--- src/rtl/pmg_pkg.sv ---
package pmg_pkg;

    localparam int unsigned PMG_LANES  = 4;
    localparam int unsigned PMG_LANE_W = 8;
    localparam int unsigned PMG_DATA_W = PMG_LANES * PMG_LANE_W;
    localparam int unsigned PMG_ADDR_W = 32;
    localparam int unsigned PMG_OFF_W  = 3;

    localparam logic [PMG_OFF_W-1:0] PMG_OFF_CSR  = 3'd0;
    localparam logic [PMG_OFF_W-1:0] PMG_OFF_ADDR = 3'd4;

    // control/status byte, bit 7 down to bit 0
    typedef struct packed {
        logic                 pend;
        logic                 ien;
        logic                 test;
        logic                 chk;
        logic [PMG_LANES-1:0] flags;
    } pmg_csr_t;

    // writable upper nibble as it arrives from the window
    typedef struct packed {
        logic clr;
        logic ien;
        logic test;
        logic chk;
    } pmg_ctrl_wr_t;

    function automatic logic pmg_odd_par(input logic [PMG_LANE_W-1:0] lane);
        return ~(^lane);
    endfunction

endpackage

--- src/rtl/pmg_wr_par.sv ---
module pmg_wr_par
    import pmg_pkg::*;
#(
    parameter int unsigned LANES  = PMG_LANES,
    parameter int unsigned LANE_W = PMG_LANE_W,
    localparam int unsigned DW    = LANES * LANE_W
) (
    input  logic             wr_valid,
    input  logic [LANES-1:0] wr_be,
    input  logic [DW-1:0]    wr_data,
    input  logic             invert,
    output logic [LANES-1:0] par_we,
    output logic [LANES-1:0] par_wbits
);

    for (genvar g = 0; g < LANES; g++) begin : g_lane
        assign par_we[g]    = wr_valid & wr_be[g];
        assign par_wbits[g] = pmg_odd_par(wr_data[g*LANE_W +: LANE_W]) ^ invert;
    end

endmodule

--- src/rtl/pmg_rd_chk.sv ---
module pmg_rd_chk
    import pmg_pkg::*;
#(
    parameter int unsigned LANES  = PMG_LANES,
    parameter int unsigned LANE_W = PMG_LANE_W,
    localparam int unsigned DW    = LANES * LANE_W
) (
    input  logic             rd_valid,
    input  logic             chk_en,
    input  logic [DW-1:0]    rd_data,
    input  logic [LANES-1:0] rd_par,
    output logic [LANES-1:0] lane_fail,
    output logic             hit
);

    logic [LANES-1:0] mism;

    for (genvar g = 0; g < LANES; g++) begin : g_lane
        assign mism[g] = pmg_odd_par(rd_data[g*LANE_W +: LANE_W]) != rd_par[g];
    end

    assign lane_fail = (rd_valid && chk_en) ? mism : '0;
    assign hit       = |lane_fail;

endmodule

--- src/rtl/pmg_capture.sv ---
module pmg_capture
    import pmg_pkg::*;
#(
    parameter int unsigned LANES = PMG_LANES,
    parameter int unsigned AW    = PMG_ADDR_W
) (
    input  logic             clk,
    input  logic             rst,
    input  logic             csr_wr,
    input  pmg_ctrl_wr_t     ctrl_wr,
    input  logic             hit,
    input  logic [LANES-1:0] lane_fail,
    input  logic [AW-1:0]    rd_addr,
    output pmg_csr_t         csr_q,
    output logic [AW-1:0]    err_addr_q
);

    logic clr;
    logic cap;

    assign clr = csr_wr & ctrl_wr.clr;
    // a fault is taken when the record is empty or being emptied now
    assign cap = hit & (~csr_q.pend | clr);

    always_ff @(posedge clk) begin
        if (rst) begin
            csr_q      <= '0;
            err_addr_q <= '0;
        end else begin
            if (csr_wr) begin
                csr_q.ien  <= ctrl_wr.ien;
                csr_q.test <= ctrl_wr.test;
                csr_q.chk  <= ctrl_wr.chk;
            end
            if (cap) begin
                csr_q.pend  <= 1'b1;
                csr_q.flags <= lane_fail;
                err_addr_q  <= rd_addr;
            end else if (clr) begin
                csr_q.pend  <= 1'b0;
                csr_q.flags <= '0;
            end
        end
    end

endmodule

--- src/rtl/pmg_regwin.sv ---
module pmg_regwin
    import pmg_pkg::*;
#(
    parameter int unsigned AW    = PMG_ADDR_W,
    parameter int unsigned OFF_W = PMG_OFF_W,
    parameter int unsigned RW    = 32
) (
    input  logic             reg_sel,
    input  logic             reg_we,
    input  logic [OFF_W-1:0] reg_off,
    input  logic [3:0]       reg_wdata,
    input  pmg_csr_t         csr_q,
    input  logic [AW-1:0]    err_addr_q,
    output logic             csr_wr,
    output pmg_ctrl_wr_t     ctrl_wr,
    output logic [RW-1:0]    reg_rdata
);

    localparam int unsigned CSR_W = $bits(pmg_csr_t);

    assign csr_wr  = reg_sel & reg_we & (reg_off == PMG_OFF_CSR);
    assign ctrl_wr = pmg_ctrl_wr_t'(reg_wdata);

    always_comb begin
        reg_rdata = '0;
        case (reg_off)
            PMG_OFF_CSR:  reg_rdata[CSR_W-1:0] = csr_q;
            PMG_OFF_ADDR: reg_rdata = RW'(err_addr_q);
            default:      reg_rdata = '0;
        endcase
    end

endmodule

--- src/rtl/par_mem_guard.sv ---
module par_mem_guard
    import pmg_pkg::*;
(
    input  logic                  clk,
    input  logic                  rst,
    input  logic                  wr_valid,
    input  logic [PMG_LANES-1:0]  wr_be,
    input  logic [PMG_DATA_W-1:0] wr_data,
    output logic [PMG_LANES-1:0]  par_we,
    output logic [PMG_LANES-1:0]  par_wbits,
    input  logic                  rd_valid,
    input  logic [PMG_ADDR_W-1:0] rd_addr,
    input  logic [PMG_DATA_W-1:0] rd_data,
    input  logic [PMG_LANES-1:0]  rd_par,
    input  logic                  reg_sel,
    input  logic                  reg_we,
    input  logic [PMG_OFF_W-1:0]  reg_off,
    input  logic [3:0]            reg_wdata,
    output logic [31:0]           reg_rdata,
    output logic                  irq
);

    pmg_csr_t               csr_q;
    logic [PMG_ADDR_W-1:0]  err_addr_q;
    logic [PMG_LANES-1:0]   lane_fail;
    logic                   hit;
    logic                   csr_wr;
    pmg_ctrl_wr_t           ctrl_wr;

    pmg_wr_par u_wr_par (
        .wr_valid  (wr_valid),
        .wr_be     (wr_be),
        .wr_data   (wr_data),
        .invert    (csr_q.test),
        .par_we    (par_we),
        .par_wbits (par_wbits)
    );

    pmg_rd_chk u_rd_chk (
        .rd_valid  (rd_valid),
        .chk_en    (csr_q.chk),
        .rd_data   (rd_data),
        .rd_par    (rd_par),
        .lane_fail (lane_fail),
        .hit       (hit)
    );

    pmg_regwin u_regwin (
        .reg_sel    (reg_sel),
        .reg_we     (reg_we),
        .reg_off    (reg_off),
        .reg_wdata  (reg_wdata),
        .csr_q      (csr_q),
        .err_addr_q (err_addr_q),
        .csr_wr     (csr_wr),
        .ctrl_wr    (ctrl_wr),
        .reg_rdata  (reg_rdata)
    );

    pmg_capture u_capture (
        .clk        (clk),
        .rst        (rst),
        .csr_wr     (csr_wr),
        .ctrl_wr    (ctrl_wr),
        .hit        (hit),
        .lane_fail  (lane_fail),
        .rd_addr    (rd_addr),
        .csr_q      (csr_q),
        .err_addr_q (err_addr_q)
    );

    assign irq = csr_q.pend & csr_q.ien;

endmodule

--- config.mk ---
export PLATFORM = sky130hd
export DESIGN_NAME = par_mem_guard
export DESIGN_NICKNAME = d
export VERILOG_FILES = /design/src/rtl/pmg_pkg.sv /design/src/rtl/pmg_wr_par.sv /design/src/rtl/pmg_rd_chk.sv /design/src/rtl/pmg_capture.sv /design/src/rtl/pmg_regwin.sv /design/src/rtl/par_mem_guard.sv
export SDC_FILE = /design/constraint.sdc
export NUM_CORES = 1
export LEC_CHECK = 0
export BUFFER_PORTS_ARGS = -buffer_cell sky130_fd_sc_hd__buf_2
export CAP_MARGIN = 15
export CORE_MARGIN = 4
export CORE_UTILIZATION = 46
export DETAILED_ROUTE_END_ITERATION = 10
export PLACE_DENSITY = 0.85
export REMOVE_ABC_BUFFERS = 1
export SYNTH_ARGS = -nofsm -noshare
export SYNTH_HDL_FRONTEND = slang
export SYNTH_HIERARCHICAL = 1
export SYNTH_SLANG_ARGS = --single-unit
--- constraint.sdc ---
create_clock -name clk -period 2.4 [get_ports clk]
set_clock_uncertainty 0.05 [all_clocks]
set_input_delay 0.12 -clock clk [delete_from_list [all_inputs] [get_ports clk]]
set_output_delay 0.12 -clock clk [all_outputs]
set_load 0.005 [all_outputs]
==> results of run 1 <==
registers in the layout, indices dropped and copies added (netlist names):
register	count
u_capture/csr_q	8
u_capture/err_addr_q	32
layer usage:
metal  up-vias  global-route usage  part of all wire
li1       1296                   -                 -
met1      1186              0.2151              0.39
met2       105              0.3568              0.50
met3        10             0.04516             0.098
met4         0             0.04045            0.0090
met5         -                   0                 0
worst min-delay path: stages:
cell and delay (ps):
buf_2 70, mux2i_1 60, nor2_1 70
layout make-up:
| cell class | instances | area [um^2] | area share |
|---|---|---|---|
| clock buffer | 7 | 86.33 | 0.02288 |
| timing repair buffer | 162 | 848.3 | 0.2248 |
| inverter | 4 | 15.01 | 0.003979 |
| clock inverter | 1 | 7.507 | 0.001989 |
| tap | 75 | 93.84 | 0.02487 |
| sequential | 40 | 800.8 | 0.2122 |
| multi-input combinational | 228 | 1922 | 0.5093 |
Yosys cell counts, drive strengths merged:
cell type / count / share of area
or2: 1 / 0.0021
and2b: 1 / 0.0034
o2111ai: 1 / 0.0030
nor3: 1 / 0.0017
inv: 4 / 0.0051
o211ai: 4 / 0.010
nand2: 3 / 0.0038
clkbuf: 6 / 0.0077
and2: 29 / 0.066
nor2: 15 / 0.019
nand3: 36 / 0.061
xnor2: 27 / 0.083
xor2: 12 / 0.036
xnor3: 11 / 0.085
mux2i: 14 / 0.048
dfxtp: 40 / 0.27
buf: 24 / 0.064
nor3b: 1 / 0.0064
a21bo: 33 / 0.11
a21oi: 37 / 0.10
nor2b: 2 / 0.0043
where the power goes:
| part | switching, W | internal (W) |
|---|---|---|
| combinational | 0.000178 | 0.000254 |
| sequential | 0.00000599 | 0.000673 |
| clock | 0.000229 | 0.000234 |
per-stage QoR:
| step | utilization | power [W] | area, um^2 |
|---|---|---|---|
| floorplan | - | 0.0009339 | 2720 |
| global placement | 0.6071 | 0.001118 | 3680 |
| detailed placement | 0.6071 | 0.001130 | 3680 |
| CTS | 0.6226 | 0.001595 | 3774 |
| global route | 0.6226 | 0.001658 | 3774 |
| finish | 0.6226 | 0.001574 | 3774 |
worst min path at each step:
stage | cells after the start | from | end
floorplan | 1 | rst | u_capture/err_addr_q[0]
global placement | 3 | reg_wdata[0] | u_capture/csr_q[4]
detailed placement | 3 | reg_wdata[0] | u_capture/csr_q[4]
CTS | 3 | reg_wdata[0] | u_capture/csr_q[4]
global route | 3 | rd_addr[25] | u_capture/err_addr_q[25]
finish | 3 | reg_wdata[0] | u_capture/csr_q[4]
kinds of logic (layout without fill, tap and decap cells):
family                 Yosys count  after routing
AO/OA/AOI/OAI                   75             75
flip-flops                      40             40
buffers and inverters           34            174
multiplexers                    14             14
XOR/XNOR                        50             50
AND/OR/NAND/NOR                 89             89
==> metrics, run 1 <==
Congestion Overflow GR 0; Top delay family on crit path simple AND/OR/NAND/NOR gates; post-route setup slack 206.2 ps; crit-path cells nand2_1 > and2b_4 > mux2i_1 > o2111ai_4 > buf_12 > inv_1 > o211ai_1 > a21oi_1; cts-stage hold buffer count 0; # IOs 158; Power Dens Cells 417.2 nW/um^2; Root Buffer clkbuf_8; final routed DRC violation total 0; largest family of logic cells by synthesized area compound AO/OA/AOI/OAI gates; CP required 2570 ps; Max-Cap Viols 0; crit path DAT 2360 ps; sequential area share after synthesis 0.2733; most common cell after layout, fill and taps aside buf_2; fin nets 558; Post-Synth Simple-Gate Area 0.1682; register bit total from synthesis 40; Pre-antenna DRT Iters 4; Reg clk slew, reported paths 80 ps; post-CTS sizing 0; Clock Path Buffers 2; most frequent cells in the layout buf_2 (157), dfxtp_1 (40), nand3_1 (36); leakage 1.774 nW; initial drt markers 111; Slew @ Worst Pin 512.0 ps; setup TNS 0 ps; post-synthesis compound-gate area fraction 0.2301; Hold WS 25.25 ps; status finished clean; Synth Area in Adders 0; RSZ-0062 raised after global routing false; mapped cell area 2930 um^2; Critical Path Stages 8; layout overhead on the synthesized area 28.78%; Die X 87.82 um; Final Setup Violations 0; Site Rows 28; Worst Path Buf+Inv 2; Pins Over Slew Limit 0; Cell variety after synth 27; placed cell count 509; # Post-CTS Setup Buffers 0; initial core utilization 0.4835; Fin. Hold Viols 0; Critical Path End u_capture/csr_q[3]; TritonCTS Buffers 5; xor/xnor cell area share of the yosys netlist 0.2037; Worst IR Drop VDD 237.2 uV; IO Port Bufs 157; crit path max fanout 69; largest stage delay on the critical path 330 ps; CTS tree done; reg2reg end u_capture/csr_q[3]; cells after synthesis 302; Via Count 2597; Layout Cells excl Fill 517; share of layout cells above drive strength 1 0.4887; WL final 7.425 mm; post-synthesis mux area share 0.04782; initial antenna violation count 0; Reg2Reg Depth 8; min Tclk post-route 2194 ps; largest net degree at the start of global routing 70; RR Startpoint u_capture/csr_q[4]; wire per inst 14.36 um; dpl ws 214.9 ps; worst skew pair latency 280 ps; core footprint 6061 um^2; clock sinks 40; Final period util 0.9141; first-pass GRT wire length 11.76 mm; Crit. End Element flop; Total GRT Usage 0.1894; H-tree levels 2; fill cell count 538; die area 7711 um^2; crit path from u_capture/csr_q[4]; number of global-route vias before repair 2682; DIE HEIGHT 87.82 um; hpwl dp 5.548 mm; FF-to-FF setup slack 210 ps; # diodes 0; critical path type reg2reg; fmax 0.4558 GHz; Worst Setup Start Kind flop; ANT nets after route 0; vias per cell 5.023; relative slew slack 0.6587; Yosys warning count 6; Avg Cell Area, Syn 9.703 um^2; CP max-delay cell dfxtp_1; Worst Hold Class in2reg; routability cong. 0.7432
Power figures use the tool's default switching activity.
==> run 2, diff against run 1 <==
--- a/config.mk
+++ b/config.mk
@@ -5,12 +5,13 @@
 export SDC_FILE = /design/constraint.sdc
 export NUM_CORES = 1
 export LEC_CHECK = 0
+export ABC_AREA = 1
 export BUFFER_PORTS_ARGS = -buffer_cell sky130_fd_sc_hd__buf_2
 export CAP_MARGIN = 15
 export CORE_MARGIN = 4
 export CORE_UTILIZATION = 46
 export DETAILED_ROUTE_END_ITERATION = 10
-export PLACE_DENSITY = 0.85
+export PLACE_DENSITY = 0.84
 export REMOVE_ABC_BUFFERS = 1
 export SYNTH_ARGS = -nofsm -noshare
 export SYNTH_HDL_FRONTEND = slang
==> run 2 against run 1 <==
  * Worst setup slack improved by 420 ps
  * Utilization decreased by 0.37 points
  * Wire length is 9.2% higher
  * Total power up 7.5%
  * Synthesized cell count grew 88%
  * Fmax increased by 24%
  * Critical path depth up 2
  * Non-clock buffer count is 1 lower
  * Final cell count is 54% higher
  * Flip-flop and latch count unchanged
  * Highest routed layer unchanged
==> metrics, run 2 <==
status finished clean; most frequent cells in the layout nand2_1 (198), buf_2 (157), nor2_1 (100); vias per cell 4.734; Clock Path Buffers 2; CP required 2590 ps; Synth Flop Type dfxtp_1; Total GRT Usage 0.1882; sequential area share after synthesis 0.2574; dpl ws 453.3 ps; Synth top area share 0.2574; # IOs 158; Worst Hold Class in2reg; Worst IR Drop VDD 438.6 uV; Final period util 0.7374; Tot Pwr 0.001692 W; Root Buffer clkbuf_8; layout overhead on the synthesized area 28.52%; crit path DAT 1960 ps; core footprint 6459 um^2; Crit. End Element flop; H-tree levels 2; Max-Cap Viols 0; reg2reg end u_capture/err_addr_q[22]; worst skew pair latency 290 ps; share of layout cells above drive strength 1 0.2406; Fin. Hold Viols 0; wire per inst 10.18 um; post-CTS sizing 0; critical path type reg2reg; fmax 0.5650 GHz; RSZ-0062 raised after global routing false; CP max-delay cell dfxtp_1; mapped cell area 3110 um^2; hold path depth 3; Avg Cell Area, Syn 5.486 um^2; asr flop ratio synth 0; Reg with most FFs u_capture/err_addr_q; crit-path cells nand2_1 > inv_1 > nand3_1 > nand2_1 > inv_1 > nand2_1 > nand2_4 > inv_6 > nor2_1 > nor2_1; CP most frequent cell nand2_1; Via Count 3768; Placement Cell Area 3860 um^2; largest stage delay on the critical path 350 ps; post-route cell area 3998 um^2; leakage 2.405 nW; hold worst-path end u_capture/err_addr_q[0]; die area 8141 um^2; cts-stage hold buffer count 3; TritonCTS Buffers 5; FF-to-FF setup slack 630 ps; Power Dens Cells 423.2 nW/um^2; Pre-antenna DRT Iters 4; min-delay src rd_addr[0]; Site Rows 29; # diodes 0; cells taking the most area after synthesis dfxtp_1 (26%), nand2_1 (24%), nor2_1 (12%); Worst Setup Start Kind flop; register bit total from synthesis 40; initial drt markers 135; clock sinks 40; Die X 90.23 um; ANT nets after route 0; Largest regs u_capture/err_addr_q x32, u_capture/csr_q x8; Worst Path Buf+Inv 3; Reg clk slew, reported paths 80 ps; IO Port Bufs 157; top-count cell post-synth nand2_1; initial core utilization 0.4816; largest net degree at the start of global routing 36; Reg2Reg Depth 10; most common cell after layout, fill and taps aside nand2_1; Final Setup Violations 0; number of flip-flops in the largest register 32; relative slew slack 0.4165; setup TNS 0 ps; DIE HEIGHT 90.23 um; cells after synthesis 567; hpwl dp 6.593 mm; CTS tree done; WL final 8.105 mm; first-pass GRT wire length 13.37 mm; Cell variety after synth 24; initial antenna violation count 0; routability cong. 0.8270; Yosys warning count 6; number of global-route vias before repair 3462; RR Startpoint u_capture/csr_q[4]; fill cell count 684; min Tclk post-route 1770 ps; fin nets 835; final routed DRC violation total 0; crit path max fanout 33; Post-synth EDFFs 0; Slew @ Worst Pin 874.3 ps; Pins Over Slew Limit 0; Congestion Overflow GR 0; most instantiated cells after synthesis nand2_1 (198), nor2_1 (100), inv_1 (95); # Post-CTS Setup Buffers 0; Hold WS 11.26 ps; cell taking the most area after synthesis dfxtp_1; post-route setup slack 630.2 ps; Top delay family on crit path simple AND/OR/NAND/NOR gates
## run 2: layout make-up
class / count / area, um^2 / area share
sequential: 40 / 800.8 / 0.2003
clock inverter: 2 / 35.03 / 0.008764
tap: 77 / 96.34 / 0.02410
multi-input combinational: 412 / 1797 / 0.4495
timing repair buffer: 161 / 823.3 / 0.2059
inverter: 98 / 372.9 / 0.09327
clock buffer: 6 / 72.57 / 0.01815
## run 2: worst max path at each step
stage | slack (ps) | depth (start not counted) | to | start
after floorplan | 850 | 16 | u_capture/err_addr_q[10] | rd_data[9]
after global placement | 530 | 17 | u_capture/err_addr_q[4] | rd_data[26]
after detailed placement | 450 | 17 | u_capture/err_addr_q[20] | rd_data[9]
after CTS | 610 | 10 | u_capture/err_addr_q[21] | u_capture/csr_q[4]
after global routing | 350 | 10 | u_capture/err_addr_q[7] | u_capture/csr_q[4]
final | 630 | 10 | u_capture/err_addr_q[22] | u_capture/csr_q[4]
## run 2: power breakdown
part / switching, W / internal [W]
Sequential: 0.0000137 / 0.000688
Combinational: 0.000251 / 0.000199
Clock: 0.000232 / 0.000309
## run 2: cells by family after synthesis
kind of cell,count (synthesis),synth area share
compound gates,44,0.07401
xor+xnor,17,0.04787
buf+inv,115,0.1649
flops,40,0.2574
simple gates,351,0.4558
## run 2: tightest hold or removal path: stages
cell	delay, ps
buf_2	80
o21ai_1	50
nor2_1	70
## run 2: through the flow
stage	util	instances
floorplan	-	550
global placement	0.5976	785
detailed placement	0.5976	785
CTS	0.6189	796
global route	0.6189	796
finish	0.6189	796
## run 2: metal layers
layer  track usage  wire length, um  up-vias
li1              -                -     1995
met1        0.2029             3377     1638
met2        0.3615             4049      115
met3       0.03506              492       20
met4       0.06760              184        0
met5             0                0        -
